==> src/rtl/twi_pkg.sv <==
`timescale 1ns/1ps
package twi_pkg;
  localparam int BYTE_W = 8;

  typedef enum logic [2:0] {
    ST_IDLE,
    ST_DEV,
    ST_WADR,
    ST_WDAT,
    ST_ACK,
    ST_RDAT,
    ST_RACK,
    ST_WAIT
  } twi_st_e;
endpackage

==> src/rtl/twi_line_mon.sv <==
`timescale 1ns/1ps
module twi_line_mon #(
  parameter int SYNC = 2
) (
  input  logic clk,
  input  logic rst_n,
  input  logic scl_i,
  input  logic sda_i,
  output logic scl_rise,
  output logic scl_fall,
  output logic sda_s,
  output logic start_det,
  output logic stop_det
);
  logic [SYNC:0] scl_p, sda_p;
  logic scl_now, scl_old, sda_old;

  always_ff @(posedge clk) begin
    if (!rst_n) begin
      scl_p <= '1;
      sda_p <= '1;
    end else begin
      scl_p <= {scl_p[SYNC-1:0], scl_i};
      sda_p <= {sda_p[SYNC-1:0], sda_i};
    end
  end

  assign scl_now = scl_p[SYNC-1];
  assign scl_old = scl_p[SYNC];
  assign sda_s   = sda_p[SYNC-1];
  assign sda_old = sda_p[SYNC];

  assign scl_rise  = scl_now & ~scl_old;
  assign scl_fall  = ~scl_now & scl_old;
  // Data edges while the clock stays high are bus conditions.
  assign start_det = scl_now & scl_old & sda_old & ~sda_s;
  assign stop_det  = scl_now & scl_old & ~sda_old & sda_s;
endmodule

==> src/rtl/twi_ptr.sv <==
`timescale 1ns/1ps
module twi_ptr #(
  parameter int AW = 6
) (
  input  logic          clk,
  input  logic          rst_n,
  input  logic          clr,
  input  logic          load,
  input  logic [AW-1:0] load_val,
  input  logic          inc,
  output logic [AW-1:0] ptr
);
  always_ff @(posedge clk) begin
    if (!rst_n)     ptr <= '0;
    else if (clr)   ptr <= '0;
    else if (load)  ptr <= load_val;
    else if (inc)   ptr <= ptr + 1'b1;  // natural wrap at the top
  end
endmodule

==> src/rtl/twi_proto.sv <==
`timescale 1ns/1ps
module twi_proto
  import twi_pkg::*;
#(
  parameter int         AW       = 6,
  parameter logic [6:0] DEV_ADDR = 7'h68
) (
  input  logic              clk,
  input  logic              rst_n,
  input  logic              pwr_fail,
  input  logic              start_det,
  input  logic              stop_det,
  input  logic              scl_rise,
  input  logic              scl_fall,
  input  logic              sda_s,
  output logic              sda_oe,
  output logic              ptr_load,
  output logic              ptr_inc,
  output logic [AW-1:0]     ptr_val,
  output logic              wr_valid,
  input  logic              wr_ready,
  output logic [BYTE_W-1:0] wr_data,
  output logic              rd_valid,
  input  logic              rd_ready,
  input  logic [BYTE_W-1:0] rd_data
);
  twi_st_e st, nxt;
  logic [2:0]        cnt;
  logic [BYTE_W-1:0] sr, tx, byte_in;
  logic              sub, byte_done;

  assign byte_in   = {sr[BYTE_W-2:0], sda_s};
  assign byte_done = scl_rise && (cnt == 3'd7) && !start_det && !stop_det && !pwr_fail;
  assign ptr_load  = byte_done && (st == ST_WADR);
  assign ptr_val   = byte_in[AW-1:0];
  assign ptr_inc   = !pwr_fail && ((wr_valid && wr_ready) || (rd_valid && rd_ready));

  always_ff @(posedge clk) begin
    if (!rst_n) begin
      st <= ST_IDLE; nxt <= ST_IDLE; cnt <= '0; sr <= '0; tx <= '0;
      sub <= 1'b0; sda_oe <= 1'b0; wr_valid <= 1'b0; rd_valid <= 1'b0; wr_data <= '0;
    end else if (pwr_fail) begin
      st <= ST_IDLE; sub <= 1'b0; sda_oe <= 1'b0;
      wr_valid <= 1'b0; rd_valid <= 1'b0;
    end else begin
      if (wr_valid && wr_ready) wr_valid <= 1'b0;
      if (rd_valid && rd_ready) begin
        rd_valid <= 1'b0;
        tx       <= rd_data;
      end
      if (start_det) begin
        st <= ST_DEV; cnt <= '0; sda_oe <= 1'b0; sub <= 1'b0;
      end else if (stop_det) begin
        st <= ST_IDLE; sda_oe <= 1'b0; sub <= 1'b0;
      end else begin
        case (st)
          ST_DEV, ST_WADR, ST_WDAT: if (scl_rise) begin
            sr  <= byte_in;
            cnt <= cnt + 1'b1;
            if (cnt == 3'd7) begin
              sub <= 1'b0;
              st  <= ST_ACK;
              if (st == ST_DEV) begin
                if (byte_in[7:1] != DEV_ADDR) st <= ST_IDLE;
                else if (byte_in[0]) begin
                  nxt <= ST_RDAT;
                  rd_valid <= 1'b1;  // prefetch first read byte
                end else nxt <= ST_WADR;
              end else begin
                nxt <= ST_WDAT;
                if (st == ST_WDAT) begin
                  wr_data  <= byte_in;
                  wr_valid <= 1'b1;
                end
              end
            end
          end
          ST_ACK: if (scl_fall) begin
            if (!sub) begin
              sda_oe <= 1'b1;
              sub    <= 1'b1;
            end else begin
              sub    <= 1'b0;
              cnt    <= '0;
              st     <= nxt;
              sda_oe <= (nxt == ST_RDAT) ? ~tx[BYTE_W-1] : 1'b0;
            end
          end
          ST_RDAT: if (scl_fall) begin
            if (cnt == 3'd7) begin
              sda_oe <= 1'b0;
              sub    <= 1'b0;
              st     <= ST_RACK;
            end else begin
              cnt    <= cnt + 1'b1;
              tx     <= {tx[BYTE_W-2:0], 1'b0};
              sda_oe <= ~tx[BYTE_W-2];
            end
          end
          ST_RACK: begin
            if (scl_rise && !sub) begin
              if (!sda_s) begin
                rd_valid <= 1'b1;
                sub      <= 1'b1;
              end else st <= ST_WAIT;
            end
            if (scl_fall && sub) begin
              sub    <= 1'b0;
              cnt    <= '0;
              sda_oe <= ~tx[BYTE_W-1];
              st     <= ST_RDAT;
            end
          end
          default: ;
        endcase
      end
    end
  end
endmodule

==> src/rtl/twi_regfile_slave.sv <==
`timescale 1ns/1ps
module twi_regfile_slave
  import twi_pkg::*;
#(
  parameter int         AW       = 6,
  parameter int         SYNC     = 2,
  parameter logic [6:0] DEV_ADDR = 7'h68
) (
  input  logic              clk,
  input  logic              rst_n,
  input  logic              scl_i,
  input  logic              sda_i,
  output logic              sda_oe,
  input  logic              pwr_fail,
  output logic              wr_valid,
  input  logic              wr_ready,
  output logic [AW-1:0]     wr_addr,
  output logic [BYTE_W-1:0] wr_data,
  output logic              rd_valid,
  input  logic              rd_ready,
  output logic [AW-1:0]     rd_addr,
  input  logic [BYTE_W-1:0] rd_data
);
  logic scl_rise, scl_fall, sda_s, start_det, stop_det;
  logic ptr_load, ptr_inc;
  logic [AW-1:0] ptr_val, ptr;

  twi_line_mon #(.SYNC(SYNC)) u_mon (
    .clk(clk), .rst_n(rst_n), .scl_i(scl_i), .sda_i(sda_i),
    .scl_rise(scl_rise), .scl_fall(scl_fall), .sda_s(sda_s),
    .start_det(start_det), .stop_det(stop_det)
  );

  twi_proto #(.AW(AW), .DEV_ADDR(DEV_ADDR)) u_proto (
    .clk(clk), .rst_n(rst_n), .pwr_fail(pwr_fail),
    .start_det(start_det), .stop_det(stop_det),
    .scl_rise(scl_rise), .scl_fall(scl_fall), .sda_s(sda_s),
    .sda_oe(sda_oe), .ptr_load(ptr_load), .ptr_inc(ptr_inc), .ptr_val(ptr_val),
    .wr_valid(wr_valid), .wr_ready(wr_ready), .wr_data(wr_data),
    .rd_valid(rd_valid), .rd_ready(rd_ready), .rd_data(rd_data)
  );

  twi_ptr #(.AW(AW)) u_ptr (
    .clk(clk), .rst_n(rst_n), .clr(pwr_fail), .load(ptr_load),
    .load_val(ptr_val), .inc(ptr_inc), .ptr(ptr)
  );

  assign wr_addr = ptr;
  assign rd_addr = ptr;
endmodule

==> config.mk <==
export PLATFORM = sky130hd
export DESIGN_NAME = twi_regfile_slave
export DESIGN_NICKNAME = d
export VERILOG_FILES = /design/src/rtl/twi_pkg.sv /design/src/rtl/twi_line_mon.sv /design/src/rtl/twi_ptr.sv /design/src/rtl/twi_proto.sv /design/src/rtl/twi_regfile_slave.sv
export SDC_FILE = /design/constraint.sdc
export NUM_CORES = 1
export LEC_CHECK = 0
export BUFFER_PORTS_ARGS = -buffer_cell sky130_fd_sc_hd__buf_2
export CAP_MARGIN = 5
export CORE_AREA = 2 2 100 63
export CTS_CLUSTER_DIAMETER = 50
export DETAILED_ROUTE_END_ITERATION = 12
export DIE_AREA = 0 0 102 65
export PLACE_DENSITY = 0.67
export SYNTH_ARGS = -nofsm -noshare
export SYNTH_HDL_FRONTEND = slang
export SYNTH_SLANG_ARGS = --single-unit
==> constraint.sdc <==
create_clock -name clk -period 1.9 [get_ports clk]
set_input_delay 0.475 -clock clk [delete_from_list [all_inputs] [get_ports clk]]
set_output_delay 0.475 -clock clk [all_outputs]
set_load 0.005 [all_outputs]
After elaboration in Yosys (flattened, before gate mapping)
Cells that the tools add are included.
{"block": "classes", "mul": 0, "reduce_logical": 31, "add_sub_neg": 2, "n_div": 0, "shifts": 0, "eq_ne": 35, "n_mux": 69, "n_bitwise": 18, "magnitude_cmp": 0}
{"operator": "3-bit two-way mux", "n": 22}
{"operator": "8-bit two-way mux", "n": 6}
{"operator": "1-bit two-way mux", "n": 34}
{"operator": "9-bit AND reduction", "n": 3}
{"operator": "4-bit by 1-bit inequality test with 1-bit output (second input constant)", "n": 6}
{"operator": "3-bit case mux with 4 select lines", "n": 2}
{"operator": "3-bit by 1-bit inequality test with 1-bit output (second input constant)", "n": 6}
{"operator": "2-bit by 1-bit inequality test with 1-bit output (second input constant)", "n": 8}
{"operator": "3-bit equality test (second input constant)", "n": 5}
{"operator": "6-bit two-way mux", "n": 2}
{"operator": "1-bit NOT", "n": 11}
{"operator": "1-bit logical AND", "n": 10}
{"operator": "3-bit by 2-bit inequality test with 1-bit output (second input constant)", "n": 3}
{"operator": "8-bit AND reduction", "n": 1}
{"operator": "1-bit AND", "n": 7}
{"operator": "7-bit inequality test (second input constant)", "n": 1}
{"operator": "7-bit AND reduction", "n": 1}
{"operator": "6-bit by 1-bit adder with 6-bit output (second input constant)", "n": 1}
{"operator": "3-bit by 2-bit equality test with 1-bit output (second input constant)", "n": 2}
{"operator": "6-bit AND reduction", "n": 1}
{"operator": "6-bit nonzero test", "n": 1}
{"operator": "5-bit by 1-bit inequality test with 1-bit output (second input constant)", "n": 1}
{"operator": "5-bit by 2-bit inequality test with 1-bit output (second input constant)", "n": 1}
{"operator": "5-bit AND reduction", "n": 1}
{"operator": "other kinds (16)", "n": 19}
{"block": "word_totals", "elab_cells": 169, "romBits": 0, "ramBits": 0, "reg_bits": 48, "inputBits": 15, "n_memories": 0, "latchBits": 0}

Longest topological paths before layout
{"block": "logic_depth", "depth_word": 10, "depth_mapped": 7}

Modules after synthesis
A second synthesis with hierarchy kept.
{"block": "unflattened", "cells_unflattened": 291, "hier_area_um2": 2542.4}
{"module": "twi_proto", "area_each_um2": 2004.4, "seq_area_each_um2": 720.7, "n_inst": 1, "cells_per_inst": 235}
{"module": "twi_ptr", "area_each_um2": 302.8, "seq_area_each_um2": 120.1, "n_inst": 1, "cells_per_inst": 34}
{"module": "twi_line_mon", "area_each_um2": 190.2, "seq_area_each_um2": 120.1, "n_inst": 1, "cells_per_inst": 16}
{"module": "twi_regfile_slave", "area_each_um2": 45.0, "seq_area_each_um2": 0.0, "n_inst": 1, "cells_per_inst": 6}

Worst setup path after synthesis
Ideal clock, no wire load.
{"block": "synth_path", "path_type": "register -> register", "from": "register u_proto.cnt[0]", "to": "register u_proto.wr_data[0]", "required_time_ns": 1.784, "arrival_ns": 1.775, "path_slack_ns": 0.009, "synth_period_minus_slack_ns": 1.891, "n_path_buf": 0, "setup_ns": 0.116, "stages_incl_launch_ff": 8, "path_cell_list": "dfxtp_1 -> ha_1 -> ha_1 -> and3b_1 -> nand3_1 -> nor2_2 -> mux2i_1 -> nor2b_1"}
{"block": "synth_via", "elab_chain_cells": 2}
{"element": "start: declaration", "line": "twi_proto.sv:28", "source": "logic [2:0] cnt;"}
{"element": "start signal: assignment", "line": "twi_proto.sv:59", "source": "cnt <= cnt + 1'b1;"}
{"element": "start signal: assignment", "line": "twi_proto.sv:95", "source": "cnt <= cnt + 1'b1;"}
{"element": "3-bit equality test", "line": "twi_proto.sv:60", "source": "if (cnt == 3'd7) begin"}
{"element": "8-bit AND reduction (no line)"}
{"element": "end signal: assignment", "line": "twi_proto.sv:72", "source": "wr_data <= byte_in;"}
{"element": "end: declaration", "line": "twi_proto.sv:22", "source": "output logic [BYTE_W-1:0] wr_data,"}
Every way passes these cells.
A chain may end at the register's enable or synchronous reset.

Worst setup path in the final report
{"block": "layout_path", "from": "register u_mon.scl_p[2]", "to": "register u_proto.sub"}
{"block": "layout_via", "elab_chain_cells": 5, "elab_cells_between_ends": 19, "classes_between": "5 x eq/ne; 2 x mux; 8 x bitwise; 4 x reduce/logical"}
{"element": "start: declaration", "line": "twi_line_mon.sv:15", "source": "logic [SYNC:0] scl_p, sda_p;"}
{"element": "start signal: assignment", "line": "twi_line_mon.sv:23", "source": "scl_p <= {scl_p[SYNC-1:0], scl_i};"}
{"element": "1-bit NOT", "line": "twi_line_mon.sv:33", "source": "assign scl_rise = scl_now & ~scl_old;"}
{"element": "1-bit AND", "line": "twi_line_mon.sv:33"}
{"element": "1-bit logical AND", "line": "twi_proto.sv:101", "source": "if (scl_rise && !sub) begin"}
{"element": "3-bit by 1-bit inequality test with 1-bit output (no line)"}
{"element": "6-bit AND reduction (no line)"}
{"element": "end signal: assignment", "line": "twi_proto.sv:92", "source": "sub <= 1'b0;"}
{"element": "end signal: assignment", "line": "twi_proto.sv:104", "source": "sub <= 1'b1;"}
{"element": "end signal: assignment", "line": "twi_proto.sv:108", "source": "sub <= 1'b0;"}
{"element": "end: declaration", "line": "twi_proto.sv:30", "source": "logic sub, byte_done;"}
Parallel ways exist; a longest one is shown, timed or not.

==> results.md <==
- Outcome: complete, no violations
- Vias in the first global route: about 1800
- # diodes: 0
- Initial Util: 42.67%
- Endpoints failing setup: 0
- Cells after DPL: 417
- Area growth from synthesis to layout: 20.30%
- Worst Hold Class: in2reg
- Top post-synthesis cells by area: dfxtp_1, mux2i_1, nand2b_1
- Row count: 22
- DRT met1 WL: 2950 um
- Final wirelength: 5530 um
- Max cap viols: 0
- Logic pwr share: between 4 and 5%
- Yosys cell types: 49
- Slew Limit Headroom: 68.09%
- GP Congestion: 0.8707
- Largest area contributor in the netlist: dfxtp_1
- Pin count of the biggest net entering global routing: 23
- Met3 routed WL: between 300 and 400 um
- Core region area: 5836 um^2
- Clock Power Share: 40.5%
- Post-layout util: 51.33%
- Setup TNS: 0 ns
- Final hold vios: 0
- Critical Path AT: 2.07 ns
- Worst-path maximum fanout: 10
- Die Y: 65 um
- Register area: 963.4 um^2
- Grt ovf: 0
- Fin cells: 425
- Worst-margin pin slew: 0.4787 ns
- Tcrit/Tclk final: 96.26%
- # hold bufs at CTS: 0
- CP endpoint kind: flip-flop
- Die footprint: 6630 um^2
- Worst vdd ir: 0.2629 mV
- Area of the multi-input gates: 1410 um^2
- Fillers: 568
- Power per cell area: 615.1 nW/um^2
- Initial antenna violation count: 0
- Via count: 2179
- Final ANT Viol Nets: 0
- Post-Syn Instances: 295
- Max Clk Rate: 546.8 MHz
- Psw: 399.1 uW
- Hold_ws: 0.3462 ns
- Share of cells above drive strength 1: a little under a quarter
- WS Path Type: reg2reg
- DR top layer: met4
- Nets: 358
- Final min period: 1.829 ns
- Post-synth ARST share: 0%
- Die Wd: 102 um
- First-pass GRT wire length: around 9000 um
- Max Root-Sink Buffers: 2
- Clk sinks: 48
- Synthesis Warnings: 0
- Routed vias/inst: 5.127
- Ports: 38
- Syn Nets: approximately 310
- First-pass iteration count of the detailed router: 4
- Sw Ratio: 21.66%
- Dpl hpwl: roughly 4100 um
- Sequential area share after synthesis: 38.59%
- Detailed Route Iter0 Violations: 144
- Clock-pin slew of the registers on the worst-case setup and hold paths: 0.09 ns
- Yosys top cell area share: 38.59%
- Most common cell in the synthesized netlist: dfxtp_1
- WL/cell: 13.01 um
- Post-synth top cells: dfxtp_1, nor2_1, nand2b_1, nor2b_1, nand2_1
- CTS tree: built
- Clk_skew: 0.005640 ns
- Root Buffer: clkbuf_8
- Main flop type after synthesis: dfxtp_1
- Worst skew pair latency: 0.30 ns
- Seq pwr share: 55.2%
- PortBufs: 37
- Tot GR Track Use: 17.09%
- RSZ-0062 raised after global routing: no
- Int Pwr: 1.443 mW
- Synthesized area: about 2500 um^2
- Pleak: roughly 1.2 nW
- H-tree levels: 2
- Final max-slew violation count: 0
- Mean Syn Cell Area: 8.440 um^2
- Synth Register Bits: 48
- CTS buffer count: 5
- Postcts setup bufs: 0
- Residual DRC count: 0
- Routed wl met2: 2155 um
- CP startpoint kind: flip-flop
- EDFF count, synth: 0
- Data required time of the critical path: 2.14 ns
==> final timing paths <==
| kind | from | slack [ns] | cells after the start | end |
|---|---|---|---|---|
| worst max-delay path | u_mon.scl_p[2] | 0.07 | 5 | u_proto.sub |
| worst min-delay path | sda_i | 0.35 | 2 | u_mon.sda_p[0] |
| worst max register to register | u_mon.scl_p[2] | 0.07 | 5 | u_proto.sub |
| worst min register to register | u_mon.scl_p[0] | 0.41 | 1 | u_mon.scl_p[1] |
==> what timing repair did <==
item | in CTS | in global routing
gates resized for setup | 0 | 7
endpoints found under the setup margin | 0 | 17
hold endpoints to repair | 0 | 0
==> worst max-delay path, stage by stage (launching register included) <==
cell and delay [ns]:
dfxtp_1 0.41, nand2b_4 0.19, or3_1 0.36, and2_4 0.16, or4_1 0.50, a21oi_1 0.15
==> sequential cells by signal, indices dropped and copies added, names as in the netlist <==
register and cells:
u_proto.tx 8, u_proto.wr_data 8, u_proto.sr 7, u_ptr.ptr 6, u_mon.scl_p 3, u_mon.sda_p 3
u_proto.cnt 3, u_proto.nxt 3, u_proto.st 3, u_proto.rd_valid 1, u_proto.sda_oe 1, u_proto.sub 1
u_proto.wr_valid 1
==> power by group through the flow <==
stage | clock [mW] | sequential (mW) | combinational (mW)
6_report | 0.747 | 1.02 | 0.0779
3_3_place_gp | 0 | 1.04 | 0.0768
2_1_floorplan | 0 | 1.04 | 0.0513
4_1_cts | 0.774 | 1.02 | 0.0774
3_5_place_dp | 0 | 1.04 | 0.0772
5_1_grt | 0.810 | 1.02 | 0.0866
==> final cells by class <==
type                       instances  share of cell area (%)
clock inverter                     3                   1.546
tap                               84                   3.509
sequential                        48                   32.16
inverter                           5                  0.6266
timing repair buffer              60                   12.78
multi-input combinational        220                   47.08
clock buffer                       5                   2.297
==> through the flow <==
step | cell area, um^2 | power [mW] | setup WS, ns
after CTS | 2975 | 1.869 | 0.02163
after global routing | 2995 | 1.915 | 0.01872
after floorplan | 2490 | 1.088 | 0.009105
final | 2995 | 1.843 | 0.07103
after global placement | 2860 | 1.118 | 0.09853
after detailed placement | 2860 | 1.118 | 0.04483
==> metal layers <==
layer	global-route usage, %	vias up
met2	22.20	73
met3	3.344	6
met4	2.833	0
li1	-	1124
met5	0	-
met1	28.35	976
==> cells by family after synthesis <==
| family | Yosys count | synth area share [%] |
|---|---|---|
| buffers and inverters | 27 | 5.477 |
| muxes | 17 | 6.834 |
| and+or+nand+nor | 130 | 29.55 |
| AOI/OAI and AO/OA | 64 | 15.93 |
| xor gates and xnor gates | 6 | 2.111 |
| adders and majority gates | 3 | 1.508 |
| DFF | 48 | 38.59 |
==> cells in the final DEF (no fill, tap or decap), types with 3 or more instances in the layout <==
cell type / netlist / routed
dfxtp_1: 48 / 46
mux2i_1: 17 / 17
o211ai_1: 3 / 3
buf_4: 7 / 21
xor2_1: 4 / 4
o21ai_0: 17 / 17
or3_1: 8 / 8
o32ai_1: 3 / 3
nor2b_1: 20 / 19
buf_2: 1 / 37
nand2_1: 19 / 19
nand3b_1: 3 / 3
ha_1: 3 / 3
clkbuf_8: 0 / 5
a21oi_1: 18 / 18
nand2b_1: 20 / 20
nand3_1: 10 / 9
inv_1: 5 / 5
nor2_1: 26 / 25
a211oi_1: 11 / 11
nor3_1: 4 / 4
nand4_1: 3 / 3
(Power assumes the default switching activity.)
